`src/rtl/ptw2l_pkg.sv`:
```
package ptw2l_pkg;

    localparam int VA_W        = 32;
    localparam int ENT_W       = 32;
    localparam int PA_W        = 40;
    localparam int IDX_W       = 10;
    localparam int SMALL_OFF_W = 12;
    localparam int LARGE_OFF_W = SMALL_OFF_W + IDX_W;
    localparam int HI_W        = PA_W - ENT_W;
    localparam int FRAME_W     = ENT_W - SMALL_OFF_W;

    localparam int B_PRESENT   = 0;
    localparam int B_WRITE     = 1;
    localparam int B_USER      = 2;
    localparam int B_ACCESSED  = 5;
    localparam int B_DIRTY     = 6;
    localparam int B_SIZE      = 7;
    localparam int B_HI_LSB    = 13;
    localparam int B_LARGE_RSV = B_HI_LSB + HI_W;

    typedef enum logic [3:0] {
        ST_IDLE,
        ST_DIR_RD,
        ST_DIR_WAIT,
        ST_DIR_CAS,
        ST_DIR_CAS_WAIT,
        ST_TBL_RD,
        ST_TBL_WAIT,
        ST_LEAF_CHK,
        ST_LEAF_CAS,
        ST_LEAF_CAS_WAIT,
        ST_DONE,
        ST_FAULT
    } walk_state_e;

    typedef enum logic [1:0] {
        CAUSE_NONE        = 2'd0,
        CAUSE_NOT_PRESENT = 2'd1,
        CAUSE_RESERVED    = 2'd2
    } fault_cause_e;

endpackage

```
`src/rtl/ptw2l_ptr_gen.sv`:
```
module ptw2l_ptr_gen
    import ptw2l_pkg::*;
#(
    parameter int AW = ENT_W,
    parameter int IW = IDX_W,
    parameter int OW = SMALL_OFF_W
) (
    input  logic [AW-OW-1:0] root_frame,
    input  logic [AW-OW-1:0] dir_frame,
    input  logic [IW-1:0]    dir_idx,
    input  logic [IW-1:0]    tbl_idx,
    output logic [AW-1:0]    dir_ptr,
    output logic [AW-1:0]    tbl_ptr
);
    // Entries are 4 bytes wide, so the index is shifted by the slot width.
    localparam int SLOT_W = OW - IW;

    assign dir_ptr = {root_frame, dir_idx, {SLOT_W{1'b0}}};
    assign tbl_ptr = {dir_frame,  tbl_idx, {SLOT_W{1'b0}}};
endmodule

```
`src/rtl/ptw2l_leaf_eval.sv`:
```
module ptw2l_leaf_eval
    import ptw2l_pkg::*;
(
    input  logic                   dir_user,
    input  logic                   dir_write,
    input  logic [ENT_W-1:0]       leaf_entry,
    input  logic                   is_large,
    input  logic                   is_store,
    input  logic [LARGE_OFF_W-1:0] va_off,
    output logic [ENT_W-1:0]       set_bits,
    output logic                   need_update,
    output logic [PA_W-1:0]        phys_addr,
    output logic                   user_ok,
    output logic                   write_ok
);
    always_comb begin
        set_bits             = '0;
        set_bits[B_ACCESSED] = 1'b1;
        set_bits[B_DIRTY]    = is_store;
    end

    assign need_update = |(set_bits & ~leaf_entry);

    // For a large page the leaf is the directory entry itself, so the AND
    // of the two copies reduces to the entry's own permission bits.
    assign user_ok  = dir_user & leaf_entry[B_USER];
    assign write_ok = dir_write & leaf_entry[B_WRITE] &
                      (is_store | leaf_entry[B_DIRTY]);

    always_comb begin
        if (is_large) begin
            phys_addr = {leaf_entry[B_LARGE_RSV-1:B_HI_LSB],
                         leaf_entry[ENT_W-1:LARGE_OFF_W],
                         va_off};
        end else begin
            phys_addr = {{HI_W{1'b0}},
                         leaf_entry[ENT_W-1:SMALL_OFF_W],
                         va_off[SMALL_OFF_W-1:0]};
        end
    end
endmodule

```
`src/rtl/ptw2l_walker.sv`:
```
module ptw2l_walker
    import ptw2l_pkg::*;
(
    input  logic             clk,
    input  logic             rst_n,
    input  logic             req_valid,
    output logic             req_ready,
    input  logic [VA_W-1:0]  req_va,
    input  logic             req_store,
    input  logic [ENT_W-1:0] root_base,
    input  logic             large_en,
    output logic             busy,
    output logic             done,
    output logic             fault,
    output logic [1:0]       fault_cause,
    output logic [PA_W-1:0]  phys_addr,
    output logic             page_large,
    output logic             perm_user,
    output logic             perm_write,
    output logic             mem_rd_valid,
    input  logic             mem_rd_ready,
    output logic [ENT_W-1:0] mem_rd_addr,
    input  logic             mem_rd_resp_valid,
    input  logic [ENT_W-1:0] mem_rd_data,
    output logic             mem_cas_valid,
    input  logic             mem_cas_ready,
    output logic [ENT_W-1:0] mem_cas_addr,
    output logic [ENT_W-1:0] mem_cas_expect,
    output logic [ENT_W-1:0] mem_cas_value,
    input  logic             mem_cas_resp_valid,
    input  logic             mem_cas_ok
);
    localparam logic [ENT_W-1:0] ACC_ONLY = {{(ENT_W-1){1'b0}}, 1'b1} << B_ACCESSED;

    walk_state_e st_q, st_d;

    logic [VA_W-1:0]    va_q;
    logic               store_q;
    logic               large_en_q;
    logic [FRAME_W-1:0] root_frame_q;
    logic [ENT_W-1:0]   dir_q;
    logic [ENT_W-1:0]   leaf_q;
    logic [ENT_W-1:0]   leaf_ptr_q;
    logic               leaf_large_q;
    fault_cause_e       cause_q;
    logic [PA_W-1:0]    pa_q;
    logic               user_q;
    logic               write_q;
    logic               large_res_q;

    logic [ENT_W-1:0] dir_ptr;
    logic [ENT_W-1:0] tbl_ptr;
    logic [ENT_W-1:0] set_bits;
    logic             need_update;
    logic [PA_W-1:0]  pa_w;
    logic             user_w;
    logic             write_w;

    logic rd_present;
    logic rd_large;
    logic rd_rsv;
    logic rd_accessed;

    assign rd_present  = mem_rd_data[B_PRESENT];
    assign rd_large    = mem_rd_data[B_SIZE] & large_en_q;
    assign rd_rsv      = mem_rd_data[B_LARGE_RSV];
    assign rd_accessed = mem_rd_data[B_ACCESSED];

    ptw2l_ptr_gen #(
        .AW (ENT_W),
        .IW (IDX_W),
        .OW (SMALL_OFF_W)
    ) u_ptr_gen (
        .root_frame (root_frame_q),
        .dir_frame  (dir_q[ENT_W-1:SMALL_OFF_W]),
        .dir_idx    (va_q[VA_W-1 -: IDX_W]),
        .tbl_idx    (va_q[LARGE_OFF_W-1 -: IDX_W]),
        .dir_ptr    (dir_ptr),
        .tbl_ptr    (tbl_ptr)
    );

    ptw2l_leaf_eval u_leaf_eval (
        .dir_user    (dir_q[B_USER]),
        .dir_write   (dir_q[B_WRITE]),
        .leaf_entry  (leaf_q),
        .is_large    (leaf_large_q),
        .is_store    (store_q),
        .va_off      (va_q[LARGE_OFF_W-1:0]),
        .set_bits    (set_bits),
        .need_update (need_update),
        .phys_addr   (pa_w),
        .user_ok     (user_w),
        .write_ok    (write_w)
    );

    // Next state
    always_comb begin
        st_d = st_q;
        unique case (st_q)
            ST_IDLE: begin
                if (req_valid) st_d = ST_DIR_RD;
            end
            ST_DIR_RD: begin
                if (mem_rd_ready) st_d = ST_DIR_WAIT;
            end
            ST_DIR_WAIT: begin
                if (mem_rd_resp_valid) begin
                    if (!rd_present)      st_d = ST_FAULT;
                    else if (rd_large)    st_d = rd_rsv ? ST_FAULT : ST_LEAF_CHK;
                    else if (rd_accessed) st_d = ST_TBL_RD;
                    else                  st_d = ST_DIR_CAS;
                end
            end
            ST_DIR_CAS: begin
                if (mem_cas_ready) st_d = ST_DIR_CAS_WAIT;
            end
            ST_DIR_CAS_WAIT: begin
                if (mem_cas_resp_valid) st_d = mem_cas_ok ? ST_TBL_RD : ST_DIR_RD;
            end
            ST_TBL_RD: begin
                if (mem_rd_ready) st_d = ST_TBL_WAIT;
            end
            ST_TBL_WAIT: begin
                if (mem_rd_resp_valid) st_d = rd_present ? ST_LEAF_CHK : ST_FAULT;
            end
            ST_LEAF_CHK: begin
                st_d = need_update ? ST_LEAF_CAS : ST_DONE;
            end
            ST_LEAF_CAS: begin
                if (mem_cas_ready) st_d = ST_LEAF_CAS_WAIT;
            end
            ST_LEAF_CAS_WAIT: begin
                if (mem_cas_resp_valid) st_d = mem_cas_ok ? ST_DONE : ST_DIR_RD;
            end
            ST_DONE:  st_d = ST_IDLE;
            ST_FAULT: st_d = ST_IDLE;
            default:  st_d = ST_IDLE;
        endcase
    end

    // State register
    always_ff @(posedge clk or negedge rst_n) begin
        if (!rst_n) st_q <= ST_IDLE;
        else        st_q <= st_d;
    end

    // Walk context and result registers
    always_ff @(posedge clk or negedge rst_n) begin
        if (!rst_n) begin
            va_q         <= '0;
            store_q      <= 1'b0;
            large_en_q   <= 1'b0;
            root_frame_q <= '0;
            dir_q        <= '0;
            leaf_q       <= '0;
            leaf_ptr_q   <= '0;
            leaf_large_q <= 1'b0;
            cause_q      <= CAUSE_NONE;
            pa_q         <= '0;
            user_q       <= 1'b0;
            write_q      <= 1'b0;
            large_res_q  <= 1'b0;
        end else begin
            unique case (st_q)
                ST_IDLE: begin
                    if (req_valid) begin
                        va_q         <= req_va;
                        store_q      <= req_store;
                        large_en_q   <= large_en;
                        root_frame_q <= root_base[ENT_W-1:SMALL_OFF_W];
                        cause_q      <= CAUSE_NONE;
                    end
                end
                ST_DIR_WAIT: begin
                    if (mem_rd_resp_valid) begin
                        dir_q <= mem_rd_data;
                        if (!rd_present) begin
                            cause_q <= CAUSE_NOT_PRESENT;
                        end else if (rd_large) begin
                            if (rd_rsv) cause_q <= CAUSE_RESERVED;
                            leaf_q       <= mem_rd_data;
                            leaf_ptr_q   <= dir_ptr;
                            leaf_large_q <= 1'b1;
                        end
                    end
                end
                ST_TBL_WAIT: begin
                    if (mem_rd_resp_valid) begin
                        if (!rd_present) begin
                            cause_q <= CAUSE_NOT_PRESENT;
                        end else begin
                            leaf_q       <= mem_rd_data;
                            leaf_ptr_q   <= tbl_ptr;
                            leaf_large_q <= 1'b0;
                        end
                    end
                end
                ST_LEAF_CHK: begin
                    pa_q        <= pa_w;
                    user_q      <= user_w;
                    write_q     <= write_w;
                    large_res_q <= leaf_large_q;
                end
                default: ;
            endcase
        end
    end

    // Outputs
    always_comb begin
        req_ready      = 1'b0;
        busy           = 1'b1;
        done           = 1'b0;
        fault          = 1'b0;
        mem_rd_valid   = 1'b0;
        mem_rd_addr    = dir_ptr;
        mem_cas_valid  = 1'b0;
        mem_cas_addr   = dir_ptr;
        mem_cas_expect = dir_q;
        mem_cas_value  = dir_q | ACC_ONLY;
        unique case (st_q)
            ST_IDLE: begin
                req_ready = 1'b1;
                busy      = 1'b0;
            end
            ST_DIR_RD: begin
                mem_rd_valid = 1'b1;
            end
            ST_TBL_RD: begin
                mem_rd_valid = 1'b1;
                mem_rd_addr  = tbl_ptr;
            end
            ST_DIR_CAS: begin
                mem_cas_valid = 1'b1;
            end
            ST_LEAF_CAS: begin
                mem_cas_valid  = 1'b1;
                mem_cas_addr   = leaf_ptr_q;
                mem_cas_expect = leaf_q;
                mem_cas_value  = leaf_q | set_bits;
            end
            ST_DONE:  done  = 1'b1;
            ST_FAULT: fault = 1'b1;
            default: ;
        endcase
    end

    assign fault_cause = cause_q;
    assign phys_addr   = pa_q;
    assign page_large  = large_res_q;
    assign perm_user   = user_q;
    assign perm_write  = write_q;
endmodule

```
`config.mk`:
```
export PLATFORM = sky130hd
export DESIGN_NAME = ptw2l_walker
export DESIGN_NICKNAME = d
export VERILOG_FILES = /design/src/rtl/ptw2l_pkg.sv /design/src/rtl/ptw2l_ptr_gen.sv /design/src/rtl/ptw2l_leaf_eval.sv /design/src/rtl/ptw2l_walker.sv
export SDC_FILE = /design/constraint.sdc
export NUM_CORES = 1
export LEC_CHECK = 0
export BUFFER_PORTS_ARGS = -buffer_cell sky130_fd_sc_hd__buf_2
export CORE_AREA = 2 2 227 140
export CTS_BUF_LIST = sky130_fd_sc_hd__clkbuf_2
export CTS_CLUSTER_DIAMETER = 40
export DETAILED_ROUTE_END_ITERATION = 10
export DIE_AREA = 0 0 229 142
export PLACE_DENSITY_LB_ADDON = 0.05
export REMOVE_ABC_BUFFERS = 1
export SETUP_SLACK_MARGIN = 0.3
export SYNTH_ARGS = -nofsm -noshare
export SYNTH_HDL_FRONTEND = slang
export SYNTH_SLANG_ARGS = --single-unit
```
`constraint.sdc`:
```
create_clock -name clk -period 3.83 [get_ports clk]
set_input_delay 1.149 -clock clk [delete_from_list [all_inputs] [get_ports clk]]
set_output_delay 1.149 -clock clk [all_outputs]
set_load 0.05 [all_outputs]
```
### Word level (Yosys, flattened, before mapping)

Index checks and enable logic that the tools add are counted.

* mux-type cells: 55
* equal/unequal tests: 26
* bitwise operators: 8
* reduce and logical (&&, ||, !) cells: 11

Operators with widths (number)
* $mux W32: 14
* $pmux W32 S2: 2
* $mux W4: 14
* $mux W40: 1
* $pmux W4 S10: 1
* $and A7 B32 Y32: 1
* $not A32 Y32: 1
* $or A32 B7 Y32: 1
* $reduce_or A32 Y1: 1
* $ne A2 B2 Y1 const B: 13
* $eq A4 B3 Y1 const B: 4
* $eq A4 B4 Y1 const B: 4
* $mux W2: 8
* $mux W1: 11
* $reduce_and A9 Y1: 1
* $eq A4 B2 Y1 const B: 2
* $reduce_and A7 Y1: 1
* $mux W3: 2
* $ne A3 B3 Y1 const B: 2
* $pmux W2 S3: 1
* $reduce_and A6 Y1: 1
* $and A1 B1 Y1: 4
* $eq A4 B1 Y1 const B: 1
* $logic_not A4 Y1: 1
* other kinds (6): 8

* input port bits: 106
* bits in registers: 200
* output and inout bits: 179

### Logic depth before layout (Yosys ltp)

Gate-level depths: netlist of the first run.

* depth after elaboration: 5
* gate-level depth with buffers: 8
* gate-level depth less buffers: 5

### Hierarchy

Synthesis of the first run repeated with hierarchy kept, for this count alone.

* cells, all modules: 1013
* area, all modules: 10926.7 um2

By module, submodules not included
* ptw2l_walker: instances 1, cells an instance 868, area each 9811.9 um2, seq. area each 5004.8 um2
* ptw2l_leaf_eval: instances 1, cells an instance 80, area each 630.6 um2, seq. area each 0.0 um2
* ptw2l_ptr_gen: instances 1, cells an instance 65, area each 484.2 um2, seq. area each 0.0 um2

### Worst setup path before layout of the first run

No wires, ideal clock.

* path kind: register to output
* start: register st_q[0]
* end: output mem_cas_value[17]
* path slack: 0.672 ns
* required time: 2.681 ns
* arrival: 2.009 ns
* stages on the path, launching flop included: 6
* buffers on the path: 3
* cell sequence: dfrtp_1 buf_2 nor3_4 buf_4 mux2_1 buf_4

* cells in the longest elaborated chain, start to end: 2

Ends and longest elaborated chain
* start: declaration: RTL line ptw2l_walker.sv:35 `walk_state_e st_q, st_d;`
* start signal: assignment: RTL line ptw2l_walker.sv:144 `else st_q <= st_d;`
* $eq A4 B4 Y1: RTL line ptw2l_walker.sv:221 `unique case (st_q)`
* $mux W32: RTL line ptw2l_walker.sv:221
* end: declaration: RTL line ptw2l_walker.sv:29 `output logic [ENT_W-1:0] mem_cas_value,`

No other way between the ends.

### Worst setup path after layout of the first run

* start: register st_q[2]
* end: output mem_cas_value[15]

Same word-level chain as after synthesis.

==> results of run 1 <==
-- cell usage in the layout (no fill, tap or decap), drive strengths merged, types with 2 or more instances in the layout --
master      n
dfrtp     198
diode       4
bufinv      2
clkbuf     24
o22ai       3
clkinv      3
conb        5
nor2       44
nor3        5
or3         2
inv         9
o21ai      23
clkinvlp    2
mux2      235
nand3       2
nand2      40
a221o       2
nand2b      6
nor4        2
mux2i      41
buf       317
a21oi      35
-- layer usage --
| layer | vias to the layer above | track usage (%) | part of all wire, % |
|---|---|---|---|
| li1 | 3104 | - | - |
| met2 | 136 | 26.92 | 45 |
| met4 | 2 | 2.871 | 0.54 |
| met3 | 12 | 5.889 | 5.6 |
| met1 | 3327 | 24.72 | 48 |
| met5 | - | 0 | 0.046 |
-- stage by stage --
step	hold WS, ns	util, %	area [um^2]	TNS [ns]	setup WS [ns]
3_3_place_gp	0.4554	36.56	11160	0	0.6185
2_1_floorplan	0.4334	-	9082	-40.13	-0.5486
4_1_cts	0.1822	43.20	13190	-1.182	-0.06815
3_5_place_dp	0.4530	36.56	11160	0	0.6157
6_report	0.2636	44.10	13460	0	0.05881
5_1_grt	0.1358	44.08	13460	-8.959	-0.1366
-- flip-flops by register name (all words and copies together), names as in the netlist --
signal	cells
dir_q	32
fault_cause	2
large_en_q	1
leaf_large_q	1
leaf_ptr_q	30
leaf_q	32
page_large	1
perm_user	1
perm_write	1
phys_addr	40
root_frame_q	20
st_q	4
store_q	1
va_q	32
-- layout make-up --
cell class	instances	area share, %
clock buffers	21	0.7807
well taps	416	3.866
clock inverters	10	0.9108
multi-input cells	458	33.32
flip-flops and latches	198	36.82
repair buffers	320	24.04
diodes	4	0.07435
inverters	6	0.1859
-- path summary, 6_finish.rpt --
kind | depth (start not counted) | slack [ns] | end | start
worst max-delay path | 7 | 0.06 | mem_cas_value[15] | st_q[2]
worst min-delay path | 1 | 0.26 | dir_q[4] | rst_n
worst max register to register | 9 | 1.22 | dir_q[18] | st_q[1]
worst min register to register | 2 | 0.51 | phys_addr[13] | phys_addr[13]
max in group asynchronous | 2 | 2.66 | leaf_ptr_q[16] | rst_n
min in group clk | 2 | 0.49 | dir_q[26] | mem_rd_data[26]
-- what timing repair did --
| item | 4_1_cts | 5_1_grt |
|---|---|---|
| pin swaps | 5 | 3 |
| resized for setup | 432 | 42 |
| endpoints found under the setup margin | 128 | 128 |
| gates cloned | 7 | 2 |
| buffers inserted | 19 | 7 |
-- logic make-up after synthesis --
| family | count (synthesis) |
|---|---|
| other | 2 |
| buffers and inverters | 85 |
| AO/OA/AOI/OAI | 74 |
| AND/OR/NAND/NOR | 102 |
| flip-flops | 198 |
| multiplexers | 276 |
| XOR/XNOR | 1 |
==> impl_metrics.toml, run 1 <==
[clocking]
cts_htree_levels = 4
cts_tree = "done"
cts.sinks = 198
clk_latency_ns = 0.85
cts.clk_slew.worst_paths_ns = 0.29
hold_buffers = 0
clk_path_buf_depth = 2
cts-buffers-inserted = 17
root_buffer = "clkbuf_2"

[timing]
slew_violations = 0
finalSetupViolations = 0
tightest_slew_ns = 1.007
slew_headroom_pct = 32.85
fmax_mhz = 265.2
min_period_ns = 3.771
skew_ns = 0.04129
rsz0062_at_grt = "true"
hold_viol_final = 0
finalCritPeriodShare_pct = 98.46

[die]
fp.dieArea_um2 = 32520
fp-row-count = 50
fp.dieH_um = 142
die_x_um = 229
core-area_um2 = 30530
initial_core_util_pct = 31.48
io_pins = 285

[logic_synthesis]
synth-async-reset-ratio_pct = 100.0
synth_area_leaders = "dfrtp_1 52%, mux2_2 23%, mux2i_1 4.3%, buf_4 4.0%, mux2_4 3.1%"
ys_seq_elements = 198
synth.distinct_cells = 43
synth_edf_count = 0
synth_ff_type = "dfrtp_1"
netlist.top_cell.by_area = "dfrtp_1"
muxShareOfSynthArea_pct = 32.58
avgSynthCellArea_um2 = 13.02
syn_inst = 738
syn_area_um2 = 9612
synth_adder_area_share_pct = 0
yosys.area_share.xor_xnor_pct = 0.09112
yosys.area.top_type_share_pct = 51.55
synthTopCellsByCount = "198 x dfrtp_1, 197 x mux2_2, 51 x buf_4, 43 x nor2_1, 41 x mux2i_1"
synth_top_family_by_area = "multiplexers"
yosys_warnings = 0
synth-simple-area-share_pct = 4.921
yosysSeqAreaShare_pct = 51.55
synth_compound_area_share_pct = 4.921
yosysMostFrequentCell = "dfrtp_1"

[global_route]
antenna_found_initial = 4
grtUsageTotal_pct = 17.64
grt_pass1_wl_mm = 43.12
grt_max_degree = 77
first_global_vias = 6899
gr-total-overflow = 0

[layout]
drive_above_1_share_pct = 60.32
stdcell_count = 1433
nFillCells = 2897
nets = 1107
multi_input_comb_area_um2 = 4486
regArea_um2 = 4957
syn2layout_area_growth_pct = 40.07

[outcome]
status = "finished clean"

[critical_path]
path_delay_family = "buffers and inverters"
crit_path_end_kind = "output pin"
worst-path-buf-inv = 4
cp_slowest_cell = "dfrtp_1"
cp_max_fo = 6
crit_path_frequent_cell = "buf_12"
critPathKind = "reg2out"
critPathRequiredTime_ns = 2.68
cp-start-kind = "flip-flop"
slowest_delay_ns = 0.47
crit_arrival_ns = 2.62
path_cells = "nand2b_4, nor3_4, buf_12, buf_12, buf_16, mux2_4, buf_6"

[placed_design]
place_congestion = 0.7226
portBuffers = 267
dpl.cell_count = 1363
dp_hpwl_mm = 17.01

[drt]
vias_per_cell = 4.592
route.antenna.remaining_nets = 0
vias = 6581
drtIter0Drc = 331
routed_wl_mm = 28.33
route.detailed.drc = 0
first_pass_iters = 4
wire_per_inst_um = 19.77

[flow_run]
cap_violations = 0

[min_path]
hold_class = "in2async"
Power of run 1 is left out: the tool's default activity adds up to more than one toggle a clock period on the data nets, which glitch-free logic cannot reach.
==> run 2, diff against run 1 <==
--- a/config.mk
+++ b/config.mk
@@ -12,8 +12,8 @@
 export DETAILED_ROUTE_END_ITERATION = 10
 export DIE_AREA = 0 0 229 142
 export PLACE_DENSITY_LB_ADDON = 0.05
+export RECOVER_POWER = 100
 export REMOVE_ABC_BUFFERS = 1
-export SETUP_SLACK_MARGIN = 0.3
 export SYNTH_ARGS = -nofsm -noshare
 export SYNTH_HDL_FRONTEND = slang
 export SYNTH_SLANG_ARGS = --single-unit
==> impl_metrics.toml, run 2 (synthesis results as in run 1) <==
[timing]
slew_violations = 168
tightest_slew_ns = 1.894
slew_headroom_pct = -26.26
rsz0062_at_grt = "true"
worst_slack_ns = 0.06651
finalCritPeriodShare_pct = 98.26
fmax_mhz = 265.7
hold_viol_final = 0
hold_ws_ns = 0.4958
finalSetupViolations = 0
min_period_ns = 3.763
skew_ns = 0.03788

[drt]
route.antenna.remaining_nets = 0
drtIter0Drc = 301
vias_per_cell = 4.582
routed_wl_mm = 27.87
first_pass_iters = 4
wire_per_inst_um = 19.63
route.detailed.drc = 0
vias = 6506

[global_route]
grtUsageTotal_pct = 17.44
antenna_found_initial = 4
first_global_vias = 6825
gr-total-overflow = 0
grt_pass1_wl_mm = 42.57
grt_max_degree = 77

[clocking]
cts.sinks = 198
clk_latency_ns = 0.84
cts-buffers-inserted = 17
clk_path_buf_depth = 2
root_buffer = "clkbuf_2"
hold_buffers = 0
cts.clk_slew.worst_paths_ns = 0.30
cts_tree = "done"
cts_htree_levels = 4

[critical_path]
cp_max_fo = 6
r2r-end = "leaf_q[16]"
slowest_delay_ns = 0.47
critPathRequiredTime_ns = 2.68
regToRegStartpoint = "st_q[0]"
cp-endpoint = "mem_cas_value[15]"
startpoint = "st_q[2]"
crit_path_end_kind = "output pin"
rr_worst_depth = 7
ff2ff_setup_slack_ns = 0.31
crit_arrival_ns = 2.61
critPathKind = "reg2out"
cp_slowest_cell = "dfrtp_1"
crit_path_frequent_cell = "buf_12"
cp-start-kind = "flip-flop"
path_cells = "nand2b_4, nor3_4, buf_12, buf_12, buf_16, mux2_4, buf_8"

[die]
initial_core_util_pct = 31.48
fp.dieArea_um2 = 32520
die_x_um = 229
fp.dieH_um = 142
fp-row-count = 50
core-area_um2 = 30530
io_pins = 285

[placed_design]
dpl.cell_count = 1363
place_congestion = 0.7226
dp_hpwl_mm = 17.01
placed_cell_area_um2 = 11160
portBuffers = 267
place_ws_ns = 0.6157

[layout]
largest_reg_flops = 40
stdcell_count = 1420
fin_area_um2 = 12670
syn2layout_area_growth_pct = 31.84
nets = 1094
final_common_cell = "dfrtp_1"
drive_above_1_share_pct = 52.10
final_cell_mix = "196 x dfrtp_1, 142 x mux2_2, 106 x buf_6, 93 x buf_2, 65 x mux2_4"

[outcome]
status = "finished, violations left"
violations = "max-capacitance violations, max-slew violations"

[min_path]
hold_class = "in2reg"

[flow_run]
cap_violations = 3
[run 2: cell types whose count changed in the layout (fill, tap and decap cells not counted), sizes merged]
| cell | previous run | this run |
|---|---|---|
| clkbuf | 24 | 82 |
| buf | 317 | 246 |
[run 2: worst min-delay path by stage]
| stage | start | to | slack, ns | cells past startpoint |
|---|---|---|---|---|
| final | mem_rd_data[26] | dir_q[26] | 0.50 | 2 |
| after global routing | mem_rd_data[26] | dir_q[26] | 0.32 | 2 |
| after global placement | leaf_q[0] | leaf_q[0] | 0.46 | 1 |
| after CTS | rst_n | dir_q[4] | 0.18 | 1 |
| after floorplan | leaf_q[0] | leaf_q[0] | 0.43 | 1 |
| after detailed placement | leaf_q[0] | leaf_q[0] | 0.45 | 1 |
[run 2: timing repair]
action | in CTS | in global routing
pin swaps | 2 | 4
endpoints found under the hold margin | 0 | 0
resized for setup | 318 | 60
setup endpoints to repair | 122 | 123
buffers inserted | 12 | 3
cloned | 7 | 1
[run 2: worst max-delay path, delay by kind of cell (launching register included)]
kind	cells	cell delay [ns]
buffers and inverters	4	0.61
flip-flops	1	0.47
multiplexers	1	0.34
AND/OR/NAND/NOR	2	0.36
[run 2: per-stage QoR]
| step | utilization (%) | setup TNS (ns) |
|---|---|---|
| floorplan | - | -40.13 |
| global placement | 36.56 | 0 |
| detailed placement | 36.56 | 0 |
| CTS | 41.69 | -1.603 |
| global route | 41.49 | -8.298 |
| finish | 41.51 | 0 |
[run 2: routing by layer]
metal	vias to the layer above	wire length [um]	GRT usage, %
li1	3080	-	-
met1	3273	13400	24.38
met2	139	12670	26.63
met3	12	1620	5.849
met4	2	169	2.871
met5	-	11	0
[run 2: cell type report]
type | instances | area [um^2]
clock buffers | 21 | 105.1
inverters | 6 | 22.52
clock inverters | 10 | 122.6
multi-input cells | 458 | 4282
well taps | 416 | 520.5
flip-flops and latches | 198 | 4957
diodes | 4 | 10.01
fillers | 3016 | 17860
repair buffers | 307 | 2653
Power of run 2 is left out for the same reason.
==> run 3, diff against run 2 <==
--- a/config.mk
+++ b/config.mk
@@ -6,14 +6,15 @@
 export NUM_CORES = 1
 export LEC_CHECK = 0
 export BUFFER_PORTS_ARGS = -buffer_cell sky130_fd_sc_hd__buf_2
-export CORE_AREA = 2 2 227 140
-export CTS_BUF_LIST = sky130_fd_sc_hd__clkbuf_2
+export CORE_AREA = 2 2 242 149
+export CTS_BUF_LIST = sky130_fd_sc_hd__clkbuf_4 sky130_fd_sc_hd__clkbuf_8
 export CTS_CLUSTER_DIAMETER = 40
 export DETAILED_ROUTE_END_ITERATION = 10
-export DIE_AREA = 0 0 229 142
+export DIE_AREA = 0 0 244 151
 export PLACE_DENSITY_LB_ADDON = 0.05
 export RECOVER_POWER = 100
 export REMOVE_ABC_BUFFERS = 1
 export SYNTH_ARGS = -nofsm -noshare
 export SYNTH_HDL_FRONTEND = slang
+export SYNTH_HIERARCHICAL = 1
 export SYNTH_SLANG_ARGS = --single-unit
==> impl_metrics.toml, run 3 <==
[timing]
finalSetupViolations = 0
hold_viol_final = 0
fin_setup_tns_ns = 0
fmax_mhz = 274.1
min_period_ns = 3.648
slew_violations = 119
tightest_slew_ns = 2.051
rsz0062_at_grt = "false"
finalCritPeriodShare_pct = 95.24
slew_headroom_pct = -36.70
skew_ns = 0.01654

[clocking]
cts_htree_levels = 4
clk_latency_ns = 0.50
cts.clk_slew.worst_paths_ns = 0.10
root_buffer = "clkbuf_8"
cts-buffers-inserted = 17
cts.sinks = 200
cts_setup_buffers = 0
cts_tree = "done"
clk_path_buf_depth = 2
cts_resized = 0
hold_buffers = 0

[critical_path]
regToRegStartpoint = "st_q[1]"
cp_max_fo = 21
crit_path_end_kind = "output pin"
slowest_delay_ns = 0.71
r2r-end = "root_frame_q[1]"
worst-path-buf-inv = 2
ff2ff_setup_slack_ns = 0.54
cp_slowest_cell = "or3_2"
rr_worst_depth = 7
critPathKind = "reg2out"
crit_path_frequent_cell = "nand2_1"
path_cells = "nand2b_4, or3_2, clkbuf_4, nand2_1, nand2_1, clkbuf_2"
path_delay_family = "simple AND/OR/NAND/NOR gates"
cp-start-kind = "flip-flop"
critPathRequiredTime_ns = 2.68
crit_arrival_ns = 2.50

[logic_synthesis]
netlist.top_cell.by_area = "dfrtp_1"
synth_ff_type = "dfrtp_1"
syn_area_um2 = 10930
yosys.area.top_type_share_pct = 45.80
synth_area_leaders = "dfrtp_1 46%, mux2_4 10%, mux2_1 9.8%, nand2_1 9.1%, buf_4 8.6%"
syn_inst = 1013
synth_edf_count = 0
synth.distinct_cells = 39
synth-async-reset-ratio_pct = 100.0
yosysMostFrequentCell = "nand2_1"
ys_seq_elements = 200
yosys_warnings = 6
yosysSeqAreaShare_pct = 45.80
synthTopCellsByCount = "266 x nand2_1, 200 x dfrtp_1, 125 x buf_4, 95 x mux2_1, 73 x mux2_4"
avgSynthCellArea_um2 = 10.79

[global_route]
met2_usage_pct = 24.93
grt_max_degree = 78
grt_use_met1_pct = 22.77
antenna_found_initial = 6
grt_pass1_wl_mm = 45.25
first_global_vias = 7383
busiest_layer = "met2"
gr-total-overflow = 0
met3_usage_pct = 4.678
grtUsageTotal_pct = 16.34

[layout]
regArea_um2 = 5005
drive_above_1_share_pct = 26.25
nets = 1289
multi_input_comb_area_um2 = 4542
post-route-util_pct = 34.88
final_cell_mix = "265 x nand2_1, 200 x dfrtp_1, 165 x mux2_1, 113 x clkbuf_2, 106 x buf_2"
syn2layout_area_growth_pct = 10.29
final_common_cell = "nand2_1"
nFillCells = 3610
largest_reg_flops = 40

[min_path]
whs_path_depth = 2
hold_class = "reg2reg"
min_to = "leaf_ptr_q[3]"
hold_start = "leaf_ptr_q[3]"

[drt]
vias = 7339
routed_wl_mm = 29.71
first_pass_iters = 4
wire_per_inst_um = 17.84
route.detailed.drc = 0
drtIter0Drc = 272
route.antenna.remaining_nets = 0
vias_per_cell = 4.408

[placed_design]
portBuffers = 269
place_congestion = 0.7647
dp_hpwl_mm = 19.98

[outcome]
violations = "max-capacitance violations, max-slew violations"
status = "finished, violations left"

[flow_run]
cap_violations = 2

[die]
initial_core_util_pct = 31.63
io_pins = 285
core-area_um2 = 34550
fp.dieArea_um2 = 36840
fp-row-count = 53
die_x_um = 244
fp.dieH_um = 151
[run 3: worst reg2reg max path, stage by stage, from the launching register on]
cell and delay, ns:
dfrtp_1 0.35, buf_4 0.22, nor2_1 0.10, nand2_1 0.09, inv_1 0.05, nand2_1 0.89
clkbuf_2 1.02, mux2_2 0.46
[run 3: cells by family (layout without fill, tap and decap cells)]
kind of cell    Yosys count  after routing  share of synthesized area (%)
simple gates            305            305                          11.36
flops                   200            200                          45.80
other cells               3             37                         0.1031
mux                     238            238                          26.65
buf+inv                 178            329                          11.42
compound gates           89             89                          4.672
[run 3: metrics by stage]
stage,hold WS [ns],cell area (um^2),setup slack (ns),instances
2_1_floorplan,0.4514,9826,-1.374,874
3_3_place_gp,0.4684,12060,0.6961,1631
3_5_place_dp,0.4746,12060,0.7072,1631
4_1_cts,0.5001,12480,0.1183,1663
5_1_grt,0.5125,12050,0.01892,1663
6_report,0.4885,12050,0.1822,1665
[run 3: worst max-delay path by stage]
stage	startpoint	end	slack, ns	cells past startpoint
CTS	st_q[2]	mem_cas_value[0]	0.12	6
global route	st_q[2]	mem_cas_value[25]	0.02	6
floorplan	st_q[2]	mem_cas_value[31]	-1.37	5
detailed placement	st_q[2]	mem_cas_value[0]	0.71	6
global placement	st_q[2]	mem_cas_value[20]	0.70	6
finish	st_q[2]	mem_cas_expect[6]	0.18	6
[run 3: layer usage]
metal,vias to the layer above,wire length (um)
met5,-,60
met4,10,248
met3,22,1593
met2,135,13210
met1,3582,14600
li1,3590,-
[run 3: cell type report]
type / instances / share of cell area, %
clock inverters: 12 / 1.163
multi-input cells: 667 / 37.69
well taps: 467 / 4.848
repair buffers: 290 / 12.23
diodes: 2 / 0.04153
inverters: 7 / 0.2180
clock buffers: 20 / 2.284
flip-flops and latches: 200 / 41.53
Power of run 3 is left out for the same reason.
